$ cat src/rtl/fuse_regfront_pkg.sv
package fuse_regfront_pkg;

   localparam int REG_W       = 32;
   // word indices (byte offset = index * 4)
   localparam int IDX_LOCK    = 0;
   localparam int IDX_STAT    = 1;
   localparam int IDX_MASK    = 2;
   localparam int IDX_IEN     = 3;
   localparam int IDX_IDIS    = 4;
   localparam int IDX_RADDR   = 5;
   localparam int IDX_RDATA   = 6;
   localparam int IDX_TFIRST  = 7;
   localparam int NUM_TREG    = 6;
   localparam int NUM_IDX     = IDX_TFIRST + NUM_TREG;

   localparam logic [REG_W-1:0] UNLOCK_CODE = 32'h0000_DF0D;

   localparam int ST_RD_DONE  = 2;
   localparam int ST_RD_ERR   = 3;

   typedef logic [7:0] treg_t;

   function automatic treg_t treg_reset(input int i);
      case (i)
         0:       return 8'h19;
         1:       return 8'hFF;
         2:       return 8'h11;
         3:       return 8'h3A;
         4:       return 8'h16;
         default: return 8'h08;
      endcase
   endfunction

endpackage

$ cat src/rtl/frf_access_gate.sv
module frf_access_gate
   import fuse_regfront_pkg::*;
#(
   parameter int ADDR_W = 8
) (
   input  logic                clk,
   input  logic                rst_n,
   input  logic                psel,
   input  logic                penable,
   input  logic                pwrite,
   input  logic [ADDR_W-1:0]   paddr,
   input  logic [REG_W-1:0]    pwdata,
   output logic                lock_o,
   output logic [ADDR_W-3:0]   idx_o,
   output logic [NUM_IDX-1:0]  wr_sel_o
);
   localparam int IDX_W = ADDR_W - 2;

   logic lock_q;
   logic wr_acc;
   logic unused_lsb;

   initial assert ((1 << IDX_W) >= NUM_IDX);

   assign unused_lsb = ^paddr[1:0];
   assign idx_o      = paddr[ADDR_W-1:2];
   assign wr_acc     = psel & penable & pwrite;
   assign lock_o     = lock_q;

   for (genvar i = 0; i < NUM_IDX; i++) begin : g_sel
      if (i == IDX_LOCK) begin : g_lockword
         assign wr_sel_o[i] = wr_acc && (idx_o == IDX_W'(i));
      end else begin : g_gated
         assign wr_sel_o[i] = wr_acc && (idx_o == IDX_W'(i)) && !lock_q;
      end
   end

   always_ff @(posedge clk or negedge rst_n) begin
      if (!rst_n)                  lock_q <= 1'b1;
      else if (wr_sel_o[IDX_LOCK]) lock_q <= (pwdata != UNLOCK_CODE);
   end

   p_unlock_code_r2: assert property (@(posedge clk) disable iff (!rst_n)
      (wr_acc && idx_o == IDX_W'(IDX_LOCK) && pwdata == UNLOCK_CODE) |=> !lock_o);

endmodule

$ cat src/rtl/frf_irq_block.sv
module frf_irq_block
   import fuse_regfront_pkg::*;
#(
   parameter int NSRC = 15
) (
   input  logic             clk,
   input  logic             rst_n,
   input  logic             wr_stat_i,
   input  logic             wr_en_i,
   input  logic             wr_dis_i,
   input  logic [REG_W-1:0] wdata_i,
   input  logic             set_done_i,
   input  logic             set_err_i,
   output logic [REG_W-1:0] stat_o,
   output logic [REG_W-1:0] mask_o,
   output logic             irq_o
);
   localparam logic [REG_W-1:0] IMPL = {1'b1, {(REG_W-1-NSRC){1'b0}}, {NSRC{1'b1}}};

   logic [REG_W-1:0] stat_q, mask_q, hw_set, w1c;

   initial assert (NSRC > ST_RD_ERR && NSRC < REG_W - 1);

   always_comb begin
      hw_set = '0;
      hw_set[ST_RD_DONE] = set_done_i;
      hw_set[ST_RD_ERR]  = set_err_i;
      w1c = wr_stat_i ? (wdata_i & IMPL) : '0;
   end

   always_ff @(posedge clk or negedge rst_n) begin
      if (!rst_n) begin
         stat_q <= '0;
         mask_q <= IMPL;
      end else begin
         stat_q <= (stat_q & ~w1c) | hw_set;
         if (wr_en_i)       mask_q <= mask_q & ~(wdata_i & IMPL);
         else if (wr_dis_i) mask_q <= mask_q | (wdata_i & IMPL);
      end
   end

   assign stat_o = stat_q;
   assign mask_o = mask_q;
   assign irq_o  = |(stat_q & ~mask_q);

   p_mask_ro_r5: assert property (@(posedge clk) disable iff (!rst_n)
      !(wr_en_i || wr_dis_i) |=> $stable(mask_o));
   p_err_sticky_r4: assert property (@(posedge clk) disable iff (!rst_n)
      (stat_o[ST_RD_ERR] && !wr_stat_i) |=> stat_o[ST_RD_ERR]);

endmodule

$ cat src/rtl/frf_row_reader.sv
module frf_row_reader
   import fuse_regfront_pkg::*;
#(
   parameter int PAGE_W    = 4,
   parameter int ROW_W     = 8,
   parameter bit BLOCK_EN  = 1'b1,
   parameter int BLK_PAGE  = 0,
   parameter int BLK_FIRST = 12,
   parameter int BLK_LAST  = 35
) (
   input  logic              clk,
   input  logic              rst_n,
   input  logic              req_i,
   input  logic [PAGE_W-1:0] page_i,
   input  logic [ROW_W-1:0]  row_i,
   input  logic [REG_W-1:0]  fz_data_i,
   output logic              fz_rd_en_o,
   output logic [PAGE_W-1:0] fz_page_o,
   output logic [ROW_W-1:0]  fz_row_o,
   output logic              hold_o,
   output logic              done_o,
   output logic              err_o,
   output logic [REG_W-1:0]  data_o
);
   logic wait_q, blk_q, blocked, start;
   logic [REG_W-1:0] data_q;

   initial assert (BLK_FIRST <= BLK_LAST && BLK_LAST < (1 << ROW_W));

   if (BLOCK_EN) begin : g_guard
      assign blocked = (page_i == PAGE_W'(BLK_PAGE))
                    && (row_i >= ROW_W'(BLK_FIRST))
                    && (row_i <= ROW_W'(BLK_LAST));
   end else begin : g_open
      assign blocked = 1'b0;
   end

   assign start      = req_i & ~wait_q;
   assign hold_o     = start;
   assign fz_rd_en_o = start & ~blocked;
   assign fz_page_o  = page_i;
   assign fz_row_o   = row_i;
   assign done_o     = wait_q;
   assign err_o      = wait_q & blk_q;
   assign data_o     = data_q;

   always_ff @(posedge clk or negedge rst_n) begin
      if (!rst_n) begin
         wait_q <= 1'b0;
         blk_q  <= 1'b0;
         data_q <= '0;
      end else if (wait_q) begin
         wait_q <= 1'b0;
         data_q <= blk_q ? '0 : fz_data_i;
      end else if (start) begin
         wait_q <= 1'b1;
         blk_q  <= blocked;
      end
   end

   p_fetch_wait_r10: assert property (@(posedge clk) disable iff (!rst_n)
      fz_rd_en_o |=> (done_o && !hold_o));
   p_blocked_zero_r8: assert property (@(posedge clk) disable iff (!rst_n)
      err_o |=> (data_o == '0));

endmodule

$ cat src/rtl/fuse_regfront.sv
module fuse_regfront
   import fuse_regfront_pkg::*;
#(
   parameter int ADDR_W    = 8,
   parameter int PAGE_W    = 4,
   parameter int ROW_W     = 8,
   parameter int PAGE_LSB  = 13,
   parameter int ROW_LSB   = 5,
   parameter int NSRC      = 15,
   parameter bit BLOCK_EN  = 1'b1,
   parameter int BLK_FIRST = 12,
   parameter int BLK_LAST  = 35
) (
   input  logic              pclk,
   input  logic              presetn,
   input  logic              psel,
   input  logic              penable,
   input  logic              pwrite,
   input  logic [ADDR_W-1:0] paddr,
   input  logic [31:0]       pwdata,
   output logic [31:0]       prdata,
   output logic              pready,
   output logic              irq,
   output logic              fz_rd_en,
   output logic [PAGE_W-1:0] fz_page,
   output logic [ROW_W-1:0]  fz_row,
   input  logic [31:0]       fz_data
);
   localparam int IDX_W = ADDR_W - 2;

   logic               lock_q;
   logic [IDX_W-1:0]   idx;
   logic [NUM_IDX-1:0] wr_sel;
   logic [REG_W-1:0]   stat, mask, row_data;
   logic               hold, rd_done, rd_err;
   treg_t              treg_q [NUM_TREG];

   initial assert (PAGE_LSB + PAGE_W <= REG_W && ROW_LSB + ROW_W <= PAGE_LSB);

   frf_access_gate #(.ADDR_W(ADDR_W)) u_gate (
      .clk(pclk), .rst_n(presetn), .psel(psel), .penable(penable),
      .pwrite(pwrite), .paddr(paddr), .pwdata(pwdata),
      .lock_o(lock_q), .idx_o(idx), .wr_sel_o(wr_sel)
   );

   frf_irq_block #(.NSRC(NSRC)) u_irq (
      .clk(pclk), .rst_n(presetn),
      .wr_stat_i(wr_sel[IDX_STAT]), .wr_en_i(wr_sel[IDX_IEN]),
      .wr_dis_i(wr_sel[IDX_IDIS]), .wdata_i(pwdata),
      .set_done_i(rd_done), .set_err_i(rd_err),
      .stat_o(stat), .mask_o(mask), .irq_o(irq)
   );

   frf_row_reader #(
      .PAGE_W(PAGE_W), .ROW_W(ROW_W), .BLOCK_EN(BLOCK_EN),
      .BLK_PAGE(0), .BLK_FIRST(BLK_FIRST), .BLK_LAST(BLK_LAST)
   ) u_rd (
      .clk(pclk), .rst_n(presetn), .req_i(wr_sel[IDX_RADDR]),
      .page_i(pwdata[PAGE_LSB +: PAGE_W]), .row_i(pwdata[ROW_LSB +: ROW_W]),
      .fz_data_i(fz_data), .fz_rd_en_o(fz_rd_en), .fz_page_o(fz_page),
      .fz_row_o(fz_row), .hold_o(hold), .done_o(rd_done), .err_o(rd_err),
      .data_o(row_data)
   );

   for (genvar t = 0; t < NUM_TREG; t++) begin : g_treg
      always_ff @(posedge pclk or negedge presetn) begin
         if (!presetn)                  treg_q[t] <= treg_reset(t);
         else if (wr_sel[IDX_TFIRST+t]) treg_q[t] <= pwdata[7:0];
      end
   end

   assign pready = ~hold;

   always_comb begin
      prdata = '0;
      if (psel && !pwrite) begin
         if (idx == IDX_W'(IDX_LOCK))       prdata = {31'b0, lock_q};
         else if (idx == IDX_W'(IDX_STAT))  prdata = stat;
         else if (idx == IDX_W'(IDX_MASK))  prdata = mask;
         else if (idx == IDX_W'(IDX_RDATA)) prdata = row_data;
         for (int t = 0; t < NUM_TREG; t++)
            if (idx == IDX_W'(IDX_TFIRST + t)) prdata = {24'b0, treg_q[t]};
      end
   end

   p_lock_hold_r3: assert property (@(posedge pclk) disable iff (!presetn)
      (lock_q && psel && penable && pwrite && idx == IDX_W'(IDX_TFIRST))
      |=> $stable(treg_q[0]));
   p_done_set_r9: assert property (@(posedge pclk) disable iff (!presetn)
      rd_done |=> stat[ST_RD_DONE]);

endmodule

$ cat config.mk
export PLATFORM = sky130hd
export DESIGN_NAME = fuse_regfront
export DESIGN_NICKNAME = d
export VERILOG_FILES = /design/src/rtl/fuse_regfront_pkg.sv /design/src/rtl/frf_access_gate.sv /design/src/rtl/frf_irq_block.sv /design/src/rtl/frf_row_reader.sv /design/src/rtl/fuse_regfront.sv
export SDC_FILE = /design/constraint.sdc
export NUM_CORES = 1
export LEC_CHECK = 0
export BUFFER_PORTS_ARGS = -buffer_cell sky130_fd_sc_hd__clkbuf_2
export CORE_ASPECT_RATIO = 1.25
export CORE_UTILIZATION = 50
export CTS_CLUSTER_SIZE = 20
export DETAILED_ROUTE_END_ITERATION = 16
export PLACE_DENSITY = 0.82
export SLEW_MARGIN = 20
export SYNTH_ARGS = -nofsm -noshare
export SYNTH_HDL_FRONTEND = slang
export SYNTH_SLANG_ARGS = --single-unit
$ cat constraint.sdc
create_clock -name pclk -period 3.2 [get_ports pclk]
set_clock_uncertainty 0.05 [all_clocks]
set_input_delay 0.8 -clock pclk [delete_from_list [all_inputs] [get_ports pclk]]
set_output_delay 0.8 -clock pclk [all_outputs]
set_load 0.01 [all_outputs]
; ---- After elaboration in Yosys (flattened, before gate mapping)
; Index checks and enable logic that the tools add are counted.
[totals]
register_bits = 147
latch_bits = 0
ram_bits = 0
rom_bits = 0
inputBits = 77
out_inout_bits = 47
wordCells = 91
memories = 0
[classes]
n_addsub = 0
n_mul = 0
div_mod_pow = 0
magnitude_cmp = 2
eq_ne = 13
shifts = 0
muxes = 17
bitwise = 16
reduce_logical = 31
[op_table]
columns = cell, n
row1 = $mux 32, 15
row2 = $and 32x32->32, 3
row3 = $not 32->32, 3
row4 = $ne 32x16->1 const B, 1
row5 = $or 32x32->32, 1
row6 = $or 32x4->32, 1
row7 = $reduce_or 32->1, 1
row8 = $eq 6x4->1 const B, 5
row9 = $eq 6x3->1 const B, 4
row10 = $logic_and 1x1->1, 24
row11 = $eq 6x2->1 const B, 2
row12 = $ge 8x4->1 const B, 1
row13 = $le 8x6->1 const B, 1
row14 = $eq 6x1->1 const B, 1
row15 = $logic_not 6->1, 1
row16 = $and 1x1->1, 5
row17 = $logic_not 4->1, 1
row18 = $not 1->1, 3
row19 = $logic_not 1->1, 2
row20 = $mux 1, 2
row21 = $reduce_and 2->1, 1
row22 = $reduce_bool 2->1, 1

; ---- Depth between registers and ports, before layout
[depth]
ltp_word = 12
ltp_mapped = 7
depth_no_buf = 5

; ---- Cells and area by module
; Synthesis repeated with hierarchy kept, for this count alone.
[unflattened]
hier_cells = 655
hier_area_um2 = 6447.4
[modules_own_cells]
columns = module, n_inst, cells_per_inst, area_each_um2, seq_area_each_um2
row1 = fuse_regfront, 1, 306, 3057.9, 1227.4
row2 = frf_row_reader, 1, 164, 1571.5, 850.8
row3 = frf_irq_block, 1, 141, 1524.0, 820.8
row4 = frf_access_gate, 1, 44, 294.0, 26.3

; ---- Worst setup path before layout
; No wires, ideal clock.
[synth_timing]
kind = input -> output
start = input paddr[5]
end = output prdata[6]
arrival_time_ns = 2.133
required_ns = 2.350
setup_slack_ns = 0.217
stages = 6
n_path_buf = 1
cell_sequence = or3_1 > buf_6 > nor3_4 > a22o_1 > o21ai_1 > a31oi_1
[synth_between]
elab_chain_cells = 12
word_cells_on_any_way = 21
classes_between = eq/ne (9) / mux (11) / reduce/logical (1)
[synth_rtl]
columns = item, line
row1 = start: declaration, fuse_regfront.sv:19  ; input logic [ADDR_W-1:0] paddr,
row2 = $eq 6x3->1, n/a
row3 = $mux 32, fuse_regfront.sv:80  ; else if (idx == IDX_W'(IDX_RDATA)) prdata = row_data;
row4 = $mux 32, fuse_regfront.sv:79  ; else if (idx == IDX_W'(IDX_MASK)) prdata = mask;
row5 = $mux 32, fuse_regfront.sv:78  ; else if (idx == IDX_W'(IDX_STAT)) prdata = stat;
row6 = $mux 32, fuse_regfront.sv:77  ; if (idx == IDX_W'(IDX_LOCK)) prdata = {31'b0, lock_q};
row7 = $mux 32 (5 in a row), fuse_regfront.sv:82  ; if (idx == IDX_W'(IDX_TFIRST + t)) prdata = {24'b0, treg_q[t]};
row8 = $mux 32 (*), fuse_regfront.sv:82
row9 = $mux 32 (*), fuse_regfront.sv:76  ; if (psel && !pwrite) begin
row10 = end: declaration, fuse_regfront.sv:21  ; output logic [31:0] prdata,
; Mark *: on every way between the ends. The rest lies on a longest branch, timed or not.

; ---- Worst setup path in the final report
[layout_timing]
start = input paddr[3]
end = output prdata[3]
; The elaborated chain is that of the path after synthesis.

==> impl_metrics.csv <==
group,metric,value,unit
timing,hold_viol_final,0,
setup_path,cp_data_arrival_time,2.32,ns
drt,routed-wl-met2,8500,um
synthesis,syn_nets,679,
synthesis,synthCells,602,
setup_path,worst_path_largest_cell_delay,0.33,ns
floorplanning,io-pin-count,124,
run,max_cap_violations,0,
setup_path,setup.worst_path.end_class,"primary output",
synthesis,ys_seq_elements,115,
clock_network,clk_transition_reported_paths,0.06,ns
layout,n_antenna_cell,0,
clock_network,clockRootBuffer,"clkbuf_16",
floorplanning,fp.dieH,125,um
drt,routed_via_density,5.85,
drt,final_antenna_net_count,0,
floorplanning,placementRows,44,
setup_path,crit_fanout,13,
synthesis,yosys.area.top_type_share,31.9,%
clock_network,tritoncts_clock_tree,"built",
hold_path,hold_path.class,"input port to asynchronous set/reset pin",
floorplanning,die_w,100,um
drt,wire_per_inst,18.9,um
floorplanning,floorplan.initialDensity,51.7,%
timing,setup_repair_after_global_routing_missed_its_margin,"true",
grt,grt_start_max_net_pins,84,
timing,finalSetupTns,0,ns
setup_path,crit_path_cell_trace,"clkbuf_2 > nand2b_1 > buf_4 > nor2_1 > a21oi_1 > o22ai_1 > a21oi_1 > clkbuf_2",
timing,peak_freq,316,MHz
clock_network,cts.hold.buffers_added,0,
clock_network,clock_latency,0.41,ns
clock_network,cts_made_buffers,17,
synthesis,synth.yosys.seq_area_share,48.4,%
place,gp_congestion,0.903,
place,dp_hpwl,11600,um
timing,period_needed,3.17,ns
synthesis,postSynth.asyncResetShare,100,%
drt,dr.first_iter.drc_count,363,
place,portBuffers,121,
power_and_ir_drop,power_density_cells,520,nW/um^2
grt,grt_first_pass_wirelength,27200,um
floorplanning,floorplan.core_area,11700,um^2
layout,finalNetCount,802,
drt,route.detailed.drc,0,
setup_path,timing.critical_path.slowest_stage_cell,"nand2b_1",
synthesis,synth.cell_area,6040,um^2
drt,wl_met1,6640,um
clock_network,cts_htree_levels,4,
synthesis,yosysTopAreaCell,"dfrtp_1",
place,place_worst_setup_slack,0.000661,ns
setup_path,setup.worst_path.start_class,"input port",
setup_path,required,2.35,ns
synthesis,yosys-top-cells-area,"dfrtp_1 (32%), dfstp_2 (17%), mux2_2 (9.9%)",
layout,post_route_cells_drive_above_1_share,40.5,%
grt,grt_use_total,28.6,%
clock_network,cts_num_sinks,115,
power_and_ir_drop,static-leakage-power,3.54,nW
drt,detailroute.via_count,5255,
timing,final_max_slew_violation_count,0,
drt,detail_route.first_pass.iterations,7,
drt,routed-wl-met3,1040,um
layout,area_growth,25.3,%
timing,layout_setup_ws,0.0323,ns
drt,route.final.wire_length,17000,um
setup_path,criticalPathCategory,"input port to primary output",
synthesis,primary_ff_master_synth,"dfrtp_1",
floorplanning,floorplan.die_area,12500,um^2
layout,fillerInstances,934,
synthesis,yosysUniqueCellTypes,54,
outcome,status,"finished, final reports clean",
timing,setup_viol,0,
clock_network,post-cts-setup-buffers,0,
synthesis,ys.warnings.count,0,
clock_network,clock_path_buffers,2,
synthesis,synth_edf_count,0,
grt,antenna_found_initial,0,
timing,min_period_over_period,99.0,%
power_and_ir_drop,vdd.ir_drop.worst,0.377,mV
grt,grt-ovfl-total,0,
drt,topRoutingLayerUsed,"met4",
timing,slew_headroom,49.5,%
grt,first_global_vias,5319,
timing,worstMarginPinSlew,0.758,ns
synthesis,synth.avg_cell_area,10.0,um^2
==> power by group <==
part / leakage (nW) / internal (mW) / switching, mW / total [mW]
Clock: 0.300 / 1.25 / 0.729 / 1.97
Combinational: 1.96 / 0.151 / 0.204 / 0.355
Sequential: 1.28 / 1.55 / 0.0514 / 1.60
==> per-layer routing <==
metal	vias up	track usage, %
li1	2369	-
met1	2587	35.0
met2	242	47.4
met3	57	5.22
met4	0	15.1
met5	-	0
==> kinds of logic (layout without fill, tap and decap cells) <==
group,Yosys count,after routing,synth area share [%]
multiplexers,69,69,12.6
AND/OR/NAND/NOR,151,151,15.1
buffers and inverters,107,243,8.00
AO/OA/AOI/OAI,160,160,15.9
flip-flops,115,115,48.4
==> synth_stat cells (all sizes together), types with 6 or more instances <==
cell type / number
a21boi: 7
buf: 30
nand3b: 26
a22oi: 8
clkbuf: 26
mux2i: 15
inv: 51
o32ai: 8
and2: 16
mux2: 54
nor3: 13
a31oi: 6
a21oi: 54
o21ai: 46
o22ai: 9
dfstp: 38
dfrtp: 77
nand4: 6
nand2: 26
nor2: 31
==> timing repair <==
| item | in CTS | in global routing |
|---|---|---|
| gates resized for setup | 1 | 13 |
| endpoints found under the hold margin | 0 | 0 |
| pin swaps | 0 | 1 |
| setup endpoints to repair | 1 | 16 |
==> cell type report <==
cell class | count | area, um^2 | area share (%)
repair buffers | 160 | 963 | 12.7
well taps | 161 | 201 | 2.66
clock buffers | 17 | 425 | 5.62
flip-flops and latches | 115 | 2930 | 38.7
clock inverters | 15 | 194 | 2.56
inverters | 51 | 191 | 2.53
multi-input cells | 380 | 2670 | 35.2
==> path summary, 6_finish.rpt <==
| path | end | startpoint | depth (start not counted) | slack, ns |
|---|---|---|---|---|
| worst min register to register | u_irq.stat_o[2]$_DFF_PN0_ | u_irq.stat_o[2]$_DFF_PN0_ | 1 | 0.43 |
| max in group asynchronous | treg_q[17]$_DFFE_PN1P_ | presetn | 2 | 2.01 |
| worst max-delay path | prdata[3] | paddr[3] | 8 | 0.03 |
| worst min-delay path | u_irq.stat_o[14]$_DFF_PN0_ | presetn | 1 | 0.29 |
| worst max register to register | u_rd.blk_q$_DFFE_PN0P_ | u_gate.lock_o$_DFFE_PN1P_ | 4 | 1.33 |
| min in group pclk | u_irq.stat_o[2]$_DFF_PN0_ | u_irq.stat_o[2]$_DFF_PN0_ | 1 | 0.43 |
==> stage by stage <==
stage	power [mW]	std cells	util (%)	hold WS, ns	cell area, um^2
global placement	1.95	867	59.1	0.411	6900
global route	4.07	899	64.8	0.316	7570
detailed placement	1.97	867	59.1	0.416	6900
CTS	3.94	899	64.4	0.292	7520
floorplan	1.80	602	-	0.400	6040
finish	3.93	899	64.8	0.285	7570
==> cells in the final DEF, fill, tap and decap left out, types with 5 or more instances in the layout <==
cell type  count
nand3b_1      26
dfrtp_1       77
nand2_1       25
buf_12         5
o32ai_1        5
and2_1        16
nor3_1        11
o21ai_0       45
nor2_1        27
mux2i_1       15
clkbuf_2     116
a221oi_1       5
a22oi_1        8
inv_1         51
a21oi_1       54
nand4_1        6
mux2_2        53
buf_4         35
dfstp_2       38
a31oi_1        6
a21boi_0       7
nor4_1         5
o22ai_1        9
o21a_1         5
nand3_1        5
inv_6          7
clkbuf_16     17
==> worst max-delay path, delay by kind of cell <==
| kind | cells | cell delay, ns |
|---|---|---|
| buffers and inverters | 3 | 0.65 |
| AOI/OAI and AO/OA | 3 | 0.46 |
| and+or+nand+nor | 2 | 0.42 |
No activity file was read; power rests on OpenSTA's default activity.
